## config.mk

```make
export PLATFORM = sky130hd
export DESIGN_NAME = irq_prio_ctrl
export DESIGN_NICKNAME = d
export VERILOG_FILES = /design/src/rtl/irqc_pkg.sv /design/src/rtl/irqc_edge_latch.sv /design/src/rtl/irqc_prio_pick.sv /design/src/rtl/irqc_ack_pulse.sv /design/src/rtl/irq_prio_ctrl.sv
export SDC_FILE = /design/constraint.sdc
export NUM_CORES = 1
export LEC_CHECK = 0
export CELL_PAD_IN_SITES_DETAIL_PLACEMENT = 0
export CELL_PAD_IN_SITES_GLOBAL_PLACEMENT = 1
export CORE_AREA = 2 2 52 54
export CTS_CLUSTER_DIAMETER = 100
export DETAILED_ROUTE_END_ITERATION = 7
export DIE_AREA = 0 0 54 56
export DONT_BUFFER_PORTS = 1
export PLACE_DENSITY = 0.67
export SETUP_SLACK_MARGIN = 0.15
export SYNTH_ARGS = -nofsm -noshare
export SYNTH_HDL_FRONTEND = slang
export SYNTH_HIERARCHICAL = 1
export SYNTH_SLANG_ARGS = --single-unit
export TNS_END_PERCENT = 50
```

## constraint.sdc

```tcl
create_clock -name clk -period 3.9 [get_ports clk]
set_clock_uncertainty 0.05 [all_clocks]
set_input_delay 0.585 -clock clk [delete_from_list [all_inputs] [get_ports clk]]
set_output_delay 0.585 -clock clk [all_outputs]
set_load 0.05 [all_outputs]
```

## src/rtl/irqc_pkg.sv

```systemverilog
package irqc_pkg;
  localparam int SRC_N   = 5;
  localparam int SRC_EXT = 0;
  localparam int SRC_L1  = 1;
  localparam int SRC_L2  = 2;
  localparam int SRC_L3  = 3;
  localparam int SRC_NMI = 4;
  localparam int LVL_N   = 3;

  typedef enum logic {
    LATCH_HELD,   // armed by an edge, dropped when the line falls
    LATCH_STICKY  // armed by an edge, kept until serviced
  } latch_mode_e;
endpackage

```

## src/rtl/irqc_edge_latch.sv

```systemverilog
module irqc_edge_latch
  import irqc_pkg::*;
#(
  parameter latch_mode_e MODE = LATCH_STICKY
) (
  input  logic clk,
  input  logic rst_n,
  input  logic line_i,
  input  logic clear_i,
  output logic req_o
);
  logic prev_q;
  logic pend_q;
  logic rise;

  assign rise = line_i & ~prev_q;

  always_ff @(posedge clk or negedge rst_n) begin
    if (!rst_n) prev_q <= 1'b0;
    else        prev_q <= line_i;
  end

  generate
    if (MODE == LATCH_HELD) begin : g_held
      always_ff @(posedge clk or negedge rst_n) begin
        if (!rst_n)                  pend_q <= 1'b0;
        else if (rise)               pend_q <= 1'b1;
        else if (!line_i || clear_i) pend_q <= 1'b0;
      end
      assign req_o = pend_q & line_i;

      // an armed urgent request implies the line was high at the last edge
      assert_held_tracks_line_R4: assert property (@(posedge clk) disable iff (!rst_n)
        pend_q |-> $past(line_i));
    end else begin : g_sticky
      always_ff @(posedge clk or negedge rst_n) begin
        if (!rst_n)       pend_q <= 1'b0;
        else if (rise)    pend_q <= 1'b1;
        else if (clear_i) pend_q <= 1'b0;
      end
      assign req_o = pend_q;

      // the memory is only set by a high line
      assert_sticky_set_by_edge_R8: assert property (@(posedge clk) disable iff (!rst_n)
        $rose(pend_q) |-> $past(line_i));
      // once set, it stays until serviced
      assert_sticky_keeps_R8: assert property (@(posedge clk) disable iff (!rst_n)
        ($past(pend_q) && !$past(clear_i)) |-> pend_q);
    end
  endgenerate
endmodule

```

## src/rtl/irqc_prio_pick.sv

```systemverilog
module irqc_prio_pick #(
  parameter int N = 5
) (
  input  logic [N-1:0] req_i,
  output logic [N-1:0] win_o,
  output logic         any_o
);
  logic [N:0] above;

  assign above[N] = 1'b0;

  generate
    for (genvar gi = 0; gi < N; gi++) begin : g_lvl
      assign win_o[gi] = req_i[gi] & ~above[gi+1];
      assign above[gi] = above[gi+1] | req_i[gi];
    end
  endgenerate

  assign any_o = above[0];

  always_comb begin
    // never more than one winner, and a winner whenever anything asks
    assert_single_winner_R3: assert ($countones(win_o) <= 1);
    assert_winner_if_any_R3: assert (any_o == (win_o != '0));
  end
endmodule

```

## src/rtl/irqc_ack_pulse.sv

```systemverilog
module irqc_ack_pulse #(
  parameter int LEN = 2
) (
  input  logic clk,
  input  logic rst_n,
  input  logic start_i,
  output logic ack_o
);
  localparam int CW = $clog2(LEN + 1);

  logic [CW-1:0] cnt_q;

  always_ff @(posedge clk or negedge rst_n) begin
    if (!rst_n)            cnt_q <= '0;
    else if (start_i)      cnt_q <= CW'(LEN);
    else if (cnt_q != '0)  cnt_q <= cnt_q - 1'b1;
  end

  assign ack_o = (cnt_q != '0);

  // a start always produces the strobe in the next cycle
  assert_ack_follows_start_R10: assert property (@(posedge clk) disable iff (!rst_n)
    start_i |=> ack_o);
  // the strobe never appears out of nowhere
  assert_ack_needs_start_R10: assert property (@(posedge clk) disable iff (!rst_n)
    $rose(ack_o) |-> $past(start_i));
endmodule

```

## src/rtl/irq_prio_ctrl.sv

```systemverilog
module irq_prio_ctrl
  import irqc_pkg::*;
#(
  parameter int VEC_W    = 16,
  parameter int VEC_BASE = 36,
  parameter int VEC_STEP = 8,
  parameter int ACK_LEN  = 2
) (
  input  logic             clk,
  input  logic             rst_n,
  input  logic             irq_nmi_i,
  input  logic             irq_l3_i,
  input  logic             irq_l2_i,
  input  logic             irq_l1_i,
  input  logic             irq_ext_i,
  input  logic             sample_i,
  input  logic             ien_set_i,
  input  logic             ien_clr_i,
  input  logic             mask_wr_i,
  input  logic [2:0]       mask_data_i,
  output logic             take_o,
  output logic [4:0]       src_o,
  output logic [VEC_W-1:0] vector_o,
  output logic             pc_hold_o,
  output logic             ack_o,
  output logic             ien_o,
  output logic [2:0]       mask_o
);
  logic [LVL_N-1:0] mask_q;
  logic             ien_q;
  logic             nmi_req;
  logic             l3_req;
  logic [SRC_N-1:0] req;
  logic [SRC_N-1:0] win;
  logic             any_req;
  logic             accept;
  logic [VEC_W-1:0] vec_tab [SRC_N];
  logic [VEC_W-1:0] vec_next;
  logic             take_q;
  logic [SRC_N-1:0] src_q;
  logic [VEC_W-1:0] vec_q;
  logic             hold_q;

  assign accept = sample_i & any_req;

  irqc_edge_latch #(.MODE(LATCH_HELD)) u_nmi_edge (
    .clk     (clk),
    .rst_n   (rst_n),
    .line_i  (irq_nmi_i),
    .clear_i (sample_i & win[SRC_NMI]),
    .req_o   (nmi_req)
  );

  irqc_edge_latch #(.MODE(LATCH_STICKY)) u_l3_edge (
    .clk     (clk),
    .rst_n   (rst_n),
    .line_i  (irq_l3_i),
    .clear_i (sample_i & win[SRC_L3]),
    .req_o   (l3_req)
  );

  assign req[SRC_NMI] = nmi_req;
  assign req[SRC_L3]  = ien_q & ~mask_q[2] & l3_req;
  assign req[SRC_L2]  = ien_q & ~mask_q[1] & irq_l2_i;
  assign req[SRC_L1]  = ien_q & ~mask_q[0] & irq_l1_i;
  assign req[SRC_EXT] = ien_q & irq_ext_i;

  irqc_prio_pick #(.N(SRC_N)) u_pick (
    .req_i (req),
    .win_o (win),
    .any_o (any_req)
  );

  generate
    for (genvar gv = 0; gv < SRC_N; gv++) begin : g_vec
      if (gv == SRC_EXT) begin : g_none
        assign vec_tab[gv] = '0;
      end else if (gv == SRC_NMI) begin : g_nmi
        assign vec_tab[gv] = VEC_W'(VEC_BASE);
      end else begin : g_lvl
        assign vec_tab[gv] = VEC_W'(VEC_BASE + VEC_STEP * gv);
      end
    end
  endgenerate

  always_comb begin
    vec_next = '0;
    for (int i = 0; i < SRC_N; i++) begin
      if (win[i]) vec_next = vec_next | vec_tab[i];
    end
  end

  always_ff @(posedge clk or negedge rst_n) begin
    if (!rst_n)         mask_q <= '1;
    else if (mask_wr_i) mask_q <= mask_data_i;
  end

  always_ff @(posedge clk or negedge rst_n) begin
    if (!rst_n)         ien_q <= 1'b0;
    else if (accept)    ien_q <= 1'b0;
    else if (ien_clr_i) ien_q <= 1'b0;
    else if (ien_set_i) ien_q <= 1'b1;
  end

  always_ff @(posedge clk or negedge rst_n) begin
    if (!rst_n) begin
      take_q <= 1'b0;
      src_q  <= '0;
      vec_q  <= '0;
      hold_q <= 1'b0;
    end else if (accept) begin
      take_q <= 1'b1;
      src_q  <= win;
      vec_q  <= vec_next;
      hold_q <= win[SRC_EXT];
    end else begin
      take_q <= 1'b0;
      src_q  <= '0;
      vec_q  <= '0;
      hold_q <= 1'b0;
    end
  end

  irqc_ack_pulse #(.LEN(ACK_LEN)) u_ack (
    .clk     (clk),
    .rst_n   (rst_n),
    .start_i (accept & win[SRC_EXT]),
    .ack_o   (ack_o)
  );

  assign take_o    = take_q;
  assign src_o     = src_q;
  assign vector_o  = vec_q;
  assign pc_hold_o = hold_q;
  assign ien_o     = ien_q;
  assign mask_o    = mask_q;

  // a decision only follows a sampling edge
  assert_take_needs_sample_R2: assert property (@(posedge clk) disable iff (!rst_n)
    take_o |-> $past(sample_i));
  // a take never lasts two cycles
  assert_take_single_R2: assert property (@(posedge clk) disable iff (!rst_n)
    take_o |=> !take_o || $past(sample_i, 1));
  // a take carries exactly one source
  assert_src_onehot_R3: assert property (@(posedge clk) disable iff (!rst_n)
    take_o |-> $countones(src_o) == 1);
  // acceptance leaves the enable cleared
  assert_ien_drop_on_take_R5: assert property (@(posedge clk) disable iff (!rst_n)
    take_o |-> !ien_o);
  // the urgent line was high when it was accepted
  assert_nmi_needs_line_R4: assert property (@(posedge clk) disable iff (!rst_n)
    (take_o && src_o[4]) |-> $past(irq_nmi_i));
  // a blocked L2 is never taken
  assert_masked_l2_blocked_R6: assert property (@(posedge clk) disable iff (!rst_n)
    (take_o && src_o[2]) |-> $past(!mask_o[1] && ien_o));
  // holding the counter only with an external take and its strobe
  assert_ext_holds_pc_R10: assert property (@(posedge clk) disable iff (!rst_n)
    pc_hold_o |-> (take_o && src_o[0] && ack_o));
endmodule

```

==> metrics.txt <==
Sink Count 19; leak pwr 0.000470 uW; setup violators final 0; most frequent cells in the layout dfrtp_1 (16), conb_1 (12), nor2_1 (8), and3_2 (5), inv_1 (5); Met1 Wirelength 513 um; WL/cell ~12 um; Critical Path RT between 3 and 4 ns; H-tree depth 1; top cell type's share of synthesized area 0.441; Seq pwr share 0.546; CP Class register to output port; Layout Nets 98; CP Cell Sequence inv_1 -> ha_1 -> inv_1; reg2reg start mask_o[0]; # rows 18; Rel. slew slack 0.414; synthesized flop and latch total 19; max-slew violation count 0; Placed Area 875 um^2; clock tree buffer depth 2; period utilisation layout 0.489; Initial Util 0.373; register area 479 um^2; Sw Share 0.378; Max Cap Viol 0; FMAX roughly 520 MHz; Setup crit start kind register; clock power share 0.197; Worst Setup Slack post-DPL 2.01 ns; Placer Congestion 0.689; core area approximately 0.0024 mm^2; Met3 Wirelength 170 um; initial antenna violation count 0; Post-DRT Antenna Nets 0; area of the multi-input gates roughly 340 um^2; setup bufs post-CTS 0; Die ar. 0.00302 mm^2; Worst VDD drop roughly 230 uV; die height 56 um; Tmin final ~1.9 ns; Initial DRC Count 5; status complete, no violations; Yosys warning count 6; GRT Total Usage 0.0958; DRC Markers 0; worst hold path class input port to asynchronous set/reset pin; # port buffers 0; DR WL met2 between 600 and 700 um; PD cells 533 mW/mm^2; CP endpoint kind output port; Yosys cell types 27; Gate Count Post-Synth 81; Logic pwr share 0.257; uppermost layer routed met4; crit-path max FO 4; Worst-Margin Slew 0.880 ns; setup_tns 0 ns; RSZ-0062 raised after global routing false; DR vias around 500; register area share after synthesis 0.528; I/O Pins 42; fin area 911 um^2; root buffer cell clkbuf_4; Mapped Area 908 um^2; DP HPWL 1030 um; crit path max-delay cell type dfrtp_1; layout cell share with drive strength beyond 1 0.268; post-DR vias/cell between 4 and 5; total wire length 1350 um; CTS Buf Count 3; top cells by area, synth dfrtp_1 (44%), buf_4 (12%), dfstp_2 (8.7%); synth-to-layout area growth 0.276%; Avg Cell Area, Syn 11.2 um^2; FILL cells 253; commonest non-fill, non-tap cell in the layout dfrtp_1; largest area contributor in the netlist dfrtp_1; fin worst setup slack 1.99 ns; CP Data Arrival Time 1.27 ns; ant diodes 0; Switching Power roughly 180 uW; remaining global-route overflow 0; clk slew on worst S/H paths 0.10 ns; vias in the first global route 490; Crit path top cell by count inv_1; Pre-Repair DR Iteration Count 2; CP peak stage delay 0.37 ns; cell internal pwr 302 uW; R2R Setup Slk 2.01 ns; largest net degree at the start of global routing 17; Die Wd 54 um; TritonCTS clock tree done; Critical Path Start u_ack/cnt_q[0]; final hold vios 0; first-pass GRT wire length 2130 um; insertion delay to the later sink of the worst-skew pair between 0.2 and 0.3 ns
[sequential cells by signal, indices dropped and copies added, names as in the netlist]
| signal | cells |
|---|---|
| src_o | 4 |
| mask_o | 3 |
| vector_o | 3 |
| u_ack/cnt_q | 2 |
| ien_o | 1 |
| pc_hold_o | 1 |
| take_o | 1 |
| u_l3_edge/prev_q | 1 |
| u_l3_edge/req_o | 1 |
| u_nmi_edge/pend_q | 1 |
| u_nmi_edge/prev_q | 1 |
[critical path, delay by kind of cell, from the launching register on]
kind / cells / cell delay (ns)
flops: 1 / 0.37
fa+ha+maj: 1 / 0.23
buf+inv: 2 / 0.38
[kinds of logic after synthesis]
logic type / after synthesis / synth area share
compound gates: 4 / 0.0358
xor+xnor: 1 / 0.00964
fa+ha+maj: 1 / 0.0138
buf+inv: 21 / 0.149
flops: 19 / 0.528
mux: 3 / 0.0372
other cells: 1 / 0.00413
simple gates: 31 / 0.223
[synth_stat cells]
cell / count
dfrtp_1: 16
and2_1: 3
a21oi_1: 1
nand2b_1: 3
a21boi_1: 1
mux2_2: 3
and2_2: 2
o22ai_2: 1
conb_1: 1
and3_2: 5
and2b_2: 1
xor2_1: 1
a21o_1: 1
and3b_1: 2
nand2_2: 1
inv_2: 1
nand2_1: 1
dfstp_2: 3
nor2_1: 8
nor4_2: 1
nor4b_1: 1
nor3_2: 1
or2b_1: 1
nor3b_1: 1
inv_1: 5
buf_4: 15
ha_1: 1
[power by group through the flow]
stage / Sequential (uW) / Combinational [uW] / Clock (uW)
detailed placement: 270 / 122 / 0
CTS: 266 / 127 / 100
global route: 268 / 138 / 108
finish: 265 / 125 / 95.7
global placement: 269 / 120 / 0
floorplan: 263 / 125 / 0
[through the flow]
stage	cells	utilization	hold WS [ns]	power, uW
final	112	0.374	0.0746	486
after global routing	112	0.374	0.0473	515
after CTS	112	0.374	0.0626	493
after floorplan	92	-	0.239	389
after global placement	107	0.360	0.240	389
after detailed placement	107	0.360	0.240	392
[final cells by class]
type / instances / area share
Clock buffer: 4 / 0.0288
Timing Repair Buffer: 1 / 0.0110
Multi-Input combinational cell: 52 / 0.368
Inverter: 6 / 0.0247
Sequential cell: 19 / 0.526
Tap cell: 30 / 0.0412
[what timing repair did]
action / 4_1_cts / 5_1_grt
resized for setup: 0 / 0
setup endpoints to repair: 0 / 0
hold buffers: 1 / 0
endpoints found under the hold margin: 16 / 0
[per-layer routing]
layer,GRT usage,vias up
met4,0.0536,0
met1,0.108,236
met5,0,-
li1,-,234
met2,0.150,26
met3,0.0376,2
[final timing paths]
path,endpoint,cells past startpoint
max,ack_o,3
min,mask_o[1],0
max reg2reg,u_ack/cnt_q[1],5
min reg2reg,u_nmi_edge/pend_q,1
max in group asynchronous,vector_o[3],1
min in group clk,u_l3_edge/prev_q,0
Power figures use the tool's default switching activity.
